--- config.mk ---
export PLATFORM = sky130hd
export DESIGN_NAME = pwm_batch_timer
export DESIGN_NICKNAME = d
export VERILOG_FILES = /design/src/rtl/pwm_timer_pkg.sv /design/src/rtl/pwm_ctrl.sv /design/src/rtl/pwm_datapath.sv /design/src/rtl/pwm_batch_timer.sv
export SDC_FILE = /design/constraint.sdc
export NUM_CORES = 1
export LEC_CHECK = 0
export ABC_AREA = 1
export BUFFER_PORTS_ARGS = -buffer_cell sky130_fd_sc_hd__buf_2
export CAP_MARGIN = 20
export CORE_ASPECT_RATIO = 1.4
export CORE_MARGIN = 4
export CORE_UTILIZATION = 30
export DETAILED_ROUTE_END_ITERATION = 10
export GPL_ROUTABILITY_DRIVEN = 0
export PLACE_DENSITY_LB_ADDON = 0.15
export SKIP_CTS_REPAIR_TIMING = 1
export SYNTH_ARGS = -nofsm -noshare
export SYNTH_HDL_FRONTEND = slang
export SYNTH_HIERARCHICAL = 1
export SYNTH_SLANG_ARGS = --single-unit
--- constraint.sdc ---
create_clock -name clk -period 2.65 [get_ports clk]
set_input_delay 0.3975 -clock clk [delete_from_list [all_inputs] [get_ports clk]]
set_output_delay 0.3975 -clock clk [all_outputs]
set_load 0.01 [all_outputs]
--- src/rtl/pwm_timer_pkg.sv ---
package pwm_timer_pkg;

  // Strobes from control to datapath
  typedef struct packed {
    logic run;      // timer is counting
    logic start;    // run bit being set this cycle
    logic halt;     // run bit being cleared this cycle
    logic tick;     // divided count-enable
    logic loadBuf;  // copy compare slots into shadow copies
  } pwm_strobe_t;

  localparam int unsigned ADDR_W   = 3;
  localparam logic [ADDR_W-1:0] CTRL_ADDR = 3'd4;
  localparam logic [ADDR_W-1:0] ARM_ADDR  = 3'd1;

endpackage

--- src/rtl/pwm_ctrl.sv ---
module pwm_ctrl
  import pwm_timer_pkg::*;
#(
  parameter int unsigned PS_W = 3
) (
  input  logic              clk,
  input  logic              rstN,
  input  logic              wrEn,
  input  logic [ADDR_W-1:0] wrAddr,
  input  logic [PS_W:0]     ctrlData,
  input  logic              wrapNow,
  output pwm_strobe_t       strobe
);

  localparam int unsigned PSC_W = (1 << PS_W) - 1;

  logic             runQ;
  logic             armQ;
  logic [PS_W-1:0]  psSelQ;
  logic [PSC_W-1:0] psCnt;
  logic [PSC_W-1:0] psMask;
  logic             ctrlWr;
  logic             startReq;
  logic             stopReq;
  logic             armWr;
  logic             tick;

  assign ctrlWr   = wrEn && (wrAddr == CTRL_ADDR);
  assign startReq = ctrlWr && ctrlData[0] && !runQ;
  assign stopReq  = ctrlWr && !ctrlData[0] && runQ;
  assign armWr    = wrEn && (wrAddr == ARM_ADDR) && runQ;

  always_ff @(posedge clk or negedge rstN) begin
    if (!rstN) begin
      runQ   <= 1'b0;
      psSelQ <= '0;
    end else if (startReq) begin
      runQ   <= 1'b1;
      psSelQ <= ctrlData[PS_W:1];
    end else if (stopReq) begin
      runQ   <= 1'b0;
    end
  end

  // Free-running divider, restarted at each start
  always_ff @(posedge clk or negedge rstN) begin
    if (!rstN) begin
      psCnt <= '0;
    end else if (startReq || !runQ) begin
      psCnt <= '0;
    end else begin
      psCnt <= psCnt + PSC_W'(1);
    end
  end

  assign psMask = (PSC_W'(1) << psSelQ) - PSC_W'(1);
  assign tick   = runQ && ((psCnt & psMask) == psMask);

  // Refresh arm: set by slot 1 write, cleared by the refreshing clear
  always_ff @(posedge clk or negedge rstN) begin
    if (!rstN) begin
      armQ <= 1'b0;
    end else if (!runQ || stopReq) begin
      armQ <= 1'b0;
    end else if (armWr) begin
      armQ <= 1'b1;
    end else if (wrapNow && armQ) begin
      armQ <= 1'b0;
    end
  end

  assign strobe.run     = runQ;
  assign strobe.start   = startReq;
  assign strobe.halt    = stopReq;
  assign strobe.tick    = tick;
  assign strobe.loadBuf = startReq || (wrapNow && armQ);


  arm_idle_chk: assert property (@(posedge clk) disable iff (!rstN)
    !runQ |-> !armQ);


  div_hold_chk: assert property (@(posedge clk) disable iff (!rstN)
    (runQ && $past(runQ)) |-> $stable(psSelQ));

endmodule

--- src/rtl/pwm_datapath.sv ---
module pwm_datapath
  import pwm_timer_pkg::*;
#(
  parameter int unsigned CNT_W    = 16,
  parameter int unsigned NUM_DUTY = 3
) (
  input  logic                clk,
  input  logic                rstN,
  input  logic                wrEn,
  input  logic [ADDR_W-1:0]   wrAddr,
  input  logic [CNT_W-1:0]    wrData,
  input  pwm_strobe_t         strobe,
  output logic                wrapNow,
  output logic [NUM_DUTY-1:0] pwmOut,
  output logic                wrapPulse
);

  localparam int unsigned NUM_CMP = NUM_DUTY + 1;

  logic [CNT_W-1:0] cmpReg [NUM_CMP];
  logic [CNT_W-1:0] bufReg [NUM_CMP];
  logic [CNT_W-1:0] cnt;
  logic             pulseQ;

  // Software-visible compare slots
  always_ff @(posedge clk or negedge rstN) begin
    if (!rstN) begin
      for (int i = 0; i < NUM_CMP; i++) cmpReg[i] <= '0;
    end else if (wrEn) begin
      for (int i = 0; i < NUM_CMP; i++) begin
        if (wrAddr == ADDR_W'(i)) cmpReg[i] <= wrData;
      end
    end
  end

  // Shadow copies used by the compare logic
  always_ff @(posedge clk or negedge rstN) begin
    if (!rstN) begin
      for (int i = 0; i < NUM_CMP; i++) bufReg[i] <= '0;
    end else if (strobe.loadBuf) begin
      for (int i = 0; i < NUM_CMP; i++) bufReg[i] <= cmpReg[i];
    end
  end

  assign wrapNow = strobe.tick && (cnt == bufReg[0]);

  always_ff @(posedge clk or negedge rstN) begin
    if (!rstN) begin
      cnt <= '0;
    end else if (strobe.start || strobe.halt || !strobe.run) begin
      cnt <= '0;
    end else if (wrapNow) begin
      cnt <= '0;
    end else if (strobe.tick) begin
      cnt <= cnt + CNT_W'(1);
    end
  end

  always_ff @(posedge clk or negedge rstN) begin
    if (!rstN) pulseQ <= 1'b0;
    else       pulseQ <= wrapNow && !strobe.halt;
  end

  assign wrapPulse = pulseQ;

  for (genvar g = 0; g < NUM_DUTY; g++) begin : g_out
    assign pwmOut[g] = strobe.run && (cnt < bufReg[g+1]);


    buf_at_clear_chk: assert property (@(posedge clk) disable iff (!rstN)
      !$stable(bufReg[g+1]) |-> (cnt == '0));
  end


  cnt_range_chk: assert property (@(posedge clk) disable iff (!rstN)
    strobe.run |-> (cnt <= bufReg[0]));


  pulse_zero_chk: assert property (@(posedge clk) disable iff (!rstN)
    wrapPulse |-> (cnt == '0));


  stop_hold_chk: assert property (@(posedge clk) disable iff (!rstN)
    !strobe.run |-> (cnt == '0));


  len_at_clear_chk: assert property (@(posedge clk) disable iff (!rstN)
    !$stable(bufReg[0]) |-> (cnt == '0));

endmodule

--- src/rtl/pwm_batch_timer.sv ---
module pwm_batch_timer
  import pwm_timer_pkg::*;
#(
  parameter int unsigned CNT_W    = 16,
  parameter int unsigned NUM_DUTY = 3,
  parameter int unsigned PS_W     = 3
) (
  input  logic                clk,
  input  logic                rstN,
  input  logic                wrEn,
  input  logic [ADDR_W-1:0]   wrAddr,
  input  logic [CNT_W-1:0]    wrData,
  output logic [NUM_DUTY-1:0] pwmOut,
  output logic                wrapPulse
);

  pwm_strobe_t strobe;
  logic        wrapNow;

  pwm_ctrl #(.PS_W(PS_W)) u_ctrl (
    .clk      (clk),
    .rstN     (rstN),
    .wrEn     (wrEn),
    .wrAddr   (wrAddr),
    .ctrlData (wrData[PS_W:0]),
    .wrapNow  (wrapNow),
    .strobe   (strobe)
  );

  pwm_datapath #(.CNT_W(CNT_W), .NUM_DUTY(NUM_DUTY)) u_datapath (
    .clk       (clk),
    .rstN      (rstN),
    .wrEn      (wrEn),
    .wrAddr    (wrAddr),
    .wrData    (wrData),
    .strobe    (strobe),
    .wrapNow   (wrapNow),
    .pwmOut    (pwmOut),
    .wrapPulse (wrapPulse)
  );

endmodule

== Yosys cells after proc, flatten, opt, wreduce, memory -nomap -nowiden ==
Cells that the tools add are included.
W data, S select, Z words.
Operators by class
  add/sub/neg operators: 3
  order comparisons: 3
  equality and inequality tests: 6
  shifts and indexed selects: 1
  mux-type cells: 9
  bitwise operators: 1
  reduce and logical (&&, ||, !) cells: 30
Operators with widths (count)
  $lt A16 B16 Y1: 3
  $mux W16: 3
  $add A16 B1 Y16 const B: 1
  $eq A16 B16 Y1: 1
  $logic_and A1 B1 Y1: 14
  $reduce_and A2 Y1: 4
  $add A7 B1 Y7 const B: 1
  $and A7 B7 Y7: 1
  $eq A7 B7 Y1: 1
  $mux W7: 1
  $shl A1 B3 Y7 const A: 1
  $sub A7 B2 Y7 const B: 1
  $eq A3 B2 Y1 const B: 2
  $reduce_bool A3 Y1: 2
  $logic_or A1 B1 Y1: 5
  $mux W1: 5
  $eq A3 B1 Y1 const B: 1
  $eq A3 B3 Y1 const B: 1
  $logic_not A1 Y1: 3
  $logic_not A3 Y1: 1
  $reduce_bool A2 Y1: 1
Storage, ports and cells
  flip-flop bits (word level): 157
  input port bits: 22
  output and inout bits: 4
  logic and storage cells: 67

== Longest topological paths before layout ==
  depth after elaboration: 10
  mapped depth: 19
  depth with buffers taken out: 16

== Modules after synthesis ==
Netlist, hierarchy kept.
By module, submodules not included
  pwm_datapath: instances 1, cells each 866, area an instance 7121.8 um^2, seq. area each 3628.5 um^2
  pwm_ctrl: instances 1, cells each 84, area an instance 671.9 um^2, seq. area each 300.3 um^2

== Worst setup path before layout ==
OpenSTA, ideal clock, no wires.
  kind: reg2reg
  from: register u_ctrl.psSelQ[1]
  to: register u_datapath/bufReg[52] in the netlist's numbering
  setup time: 0.125 ns
  arrival: 2.220 ns
  required time: 2.525 ns
  slack: 0.306 ns
  stages on the path, launching flop included: 18
  path buffers: 3
  period minus slack after synthesis: 2.344 ns
  cell sequence: dfrtp_1 inv_1 nand2_1 a21oi_1 nand2_1 a21oi_1 buf_4 nand2_1 nor2_1 nand2_1 nor2_1 nand2_1 nor2_1 nand2_1 nand2_1 buf_2 buf_2 mux2_2
RTL lines
  from (decl): line pwm_ctrl.sv:19  | logic [PS_W-1:0] psSelQ;
  from (signal assigned): line pwm_ctrl.sv:39  | psSelQ <= ctrlData[PS_W:1];
  to (decl): line pwm_datapath.sv:21  | logic [CNT_W-1:0] bufReg [NUM_CMP];

== Worst setup path in the final report ==
  from: register u_datapath.cnt[5]
  to: output port pwmOut[2]
Between the ends
  cells in the longest elaborated chain, start to end: 2
Ends and longest elaborated chain
  from (decl): line pwm_datapath.sv:22  | logic [CNT_W-1:0] cnt;
  from (signal assigned): line pwm_datapath.sv:55  | cnt <= cnt + CNT_W'(1);
  $lt A16 B16 Y1: line pwm_datapath.sv:67  | assign pwmOut[g] = strobe.run && (cnt < bufReg[g+1]);
  $logic_and A1 B1 Y1: line pwm_datapath.sv:67
  to (decl): line pwm_batch_timer.sv:13  | output logic [NUM_DUTY-1:0] pwmOut,
No other way between the ends.

==> metrics.cfg <==
[drt]
dr.first_iter.drc_count = 401
num_vias = 5865
postRouteAntennaNets = 0
wl_per_cell_um = 15.0
dr.pass1.iters = 4
route.detailed.drc = 0
drt-total-wl_um = 19800
vias_per_cell = 4.46

[timing]
worst_slew_pin_slew_ns = 0.853
period_minus_slack_ns = 2.49
post-route-period-util_pct = 93.9
clock-skew-final_ns = 0.0112
fmax_ghz = 0.402
timing.slew.headroom_pct = 42.9
hold_viol = 0
finalSetupTns_ns = 0
setup_viol = 0
drv_slew = 0

[clock_network]
clk_pin_slew_ns = 0.06
htree_levels = 4
cts_tree = done
cts_buffers = 17
cts_root_buf = clkbuf_16
clk_latency_ns = 0.43
cts_buffer_depth = 2
clock-sinks = 157

[place]
placed_cell_area_sq_um = 8330
io_buffers = 25
post-place-cells = 1275
place_hpwl_um = 14300

[status]
status = finished clean

[die]
die_y_um = 199
design.core.area_sq_um = 25500
die-area_sq_um = 28700
ios = 26
initial_core_util_pct = 30.6
die_x_um = 144
rows = 69

[global_routing]
grt_max_degree = 62
overflow = 0
antenna_found_initial = 0
grt_pass1_vias = 5922
grt_pass1_wl_um = 32700
grt_usage_pct = 14.9

[finish]
final_layout_size_suffix_gt1_share_pct = 11.6
regArea_sq_um = 3940
final_common_cell = nand2_1
nets = 1051
area_delta_synth_final_pct = 15.8
fillCellCount = 2664
most-common-layout-cells = 294 x nand2_1, 149 x dfrtp_1, 141 x o21ai_0
layout.cells.non_filler = 1314
multi_input_area_sq_um = 3280
final_area_sq_um = 9030
n_antenna_cell = 0

[min_path]
holdCritPathClass = input pin to register
min_path_cells = 3

[yosys]
synthXorXnorAreaFrac_pct = 0.899
synth-seq-area-share_pct = 50.4
postSynthAreaPerCell_sq_um = 8.20
synthAdderAreaFrac_pct = 7.55
synthesis.area_sq_um = 7790
synth_compound_area_share_pct = 11.2
synth-simple-area-share_pct = 21.1
yosysWarningCount = 6
synth_top_family_by_area = simple AND/OR/NAND/NOR gates
synthCells = 950
synth_edf_count = 0
ys.flop_type = dfrtp_1
ys_seq_elements = 157
synth_cell_types = 34
synthMuxAreaShare_pct = 0.722
synthesis.nets = 1019
async_flop_share_pct = 100

[setup_path]
reg2reg_depth = 10
worst_ep_required_time_ns = 2.25
crit_arrival_ns = 2.09
path_class = register to output pin
end_kind = output pin
crit_fanout = 5
critPathLaunchType = register

[power]
peakVddDrop_uv = 344
p_leak_nw = 4.46
power.density_nw_per_um2 = 759
power_mw = 6.85

[flow_run]
drv_cap = 0

==> report_power, final <==
part	leakage, nW	total, mW	internal [mW]	switching [mW]
sequential	2.03	3.07	2.85	0.219
clock	0.280	2.43	1.42	1.01
combinational	2.15	1.35	0.471	0.879
==> synth_stat cells, types with 2 or more instances <==
cell      instances  area, sq um
a21oi_1          28          140
buf_4             5         37.5
buf_2             2         10.0
xor2_1            5         43.8
inv_1           125          469
nand3_1          20          100
buf_1             6         22.5
ha_1             47          588
o21ai_0         141          706
inv_2             2         7.51
dfrtp_1         157         3930
clkbuf_1         17         63.8
nor2_2            4         25.0
nor3_1           11         55.1
xnor2_1           3         26.3
nor2_1           54          203
nand2_2           4         25.0
mux2_2            5         56.3
nand2_1         295         1110
nor2_4            3         33.8
nand4_1           3         18.8
==> layer usage <==
metal / GRT usage, % / wire length, um / part of all wire [%]
met5: 0 / 0 / 0
met4: 4.80 / 238 / 1.2
met3: 2.74 / 416 / 2.1
met2: 25.9 / 10400 / 53
met1: 18.7 / 8720 / 44
==> path summary, 6_finish.rpt <==
kind	start	endpoint	slack, ns
min in group asynchronous	rstN	u_datapath/cmpReg[3]	0.44
hold / removal	wrData[3]	u_ctrl/psSelQ[2]	0.19
setup reg to reg	u_ctrl/psCnt[2]	u_datapath/cnt[6]	0.26
max in group asynchronous	rstN	u_datapath/cnt[13]	1.52
hold reg to reg	u_datapath/cmpReg[2]	u_datapath/bufReg[2]	0.48
setup / recovery	u_datapath/cnt[5]	pwmOut[2]	0.16
==> cell families after synthesis <==
| group | count (synthesis) |
|---|---|
| simple gates | 401 |
| compound gates | 173 |
| buf+inv | 159 |
| flops | 157 |
| fa+ha+maj | 47 |
| xor+xnor | 8 |
| mux | 5 |
==> through the flow <==
step	util (%)	worst slack, ns	hold WS [ns]
6_report	35.4	0.161	0.194
5_1_grt	35.4	-0.0353	0.197
4_1_cts	35.0	-0.128	-0.132
3_5_place_dp	32.7	0.119	0.332
3_3_place_gp	32.7	0.162	0.331
2_1_floorplan	-	0.306	0.102
==> flip-flops by register name, summed over array words and instances, names as in the netlist <==
name / flops
u_datapath/wrapPulse: 1
u_datapath/bufReg: 64
u_datapath/cmpReg: 64
u_ctrl/runQ: 1
u_ctrl/psCnt: 7
u_ctrl/armQ: 1
u_ctrl/psSelQ: 3
u_datapath/cnt: 16
==> critical path, stage by stage (launching register included) <==
cell,delay [ns]
dfrtp_2,0.45
ha_1,0.30
a21oi_1,0.14
nor2_1,0.07
nor3_2,0.14
nand2_1,0.14
nand2_1,0.08
nand2_1,0.07
nor2_4,0.13
buf_2,0.15
==> area by class of cell <==
cell class,count,area share (%)
clock buffer,19,4.91
timing repair buffer,44,3.74
inverter,128,5.38
clock inverter,13,1.57
tap,319,4.42
multi-input combinational,634,36.3
sequential,157,43.6
Note: power is estimated with default switching activity, not from simulation.
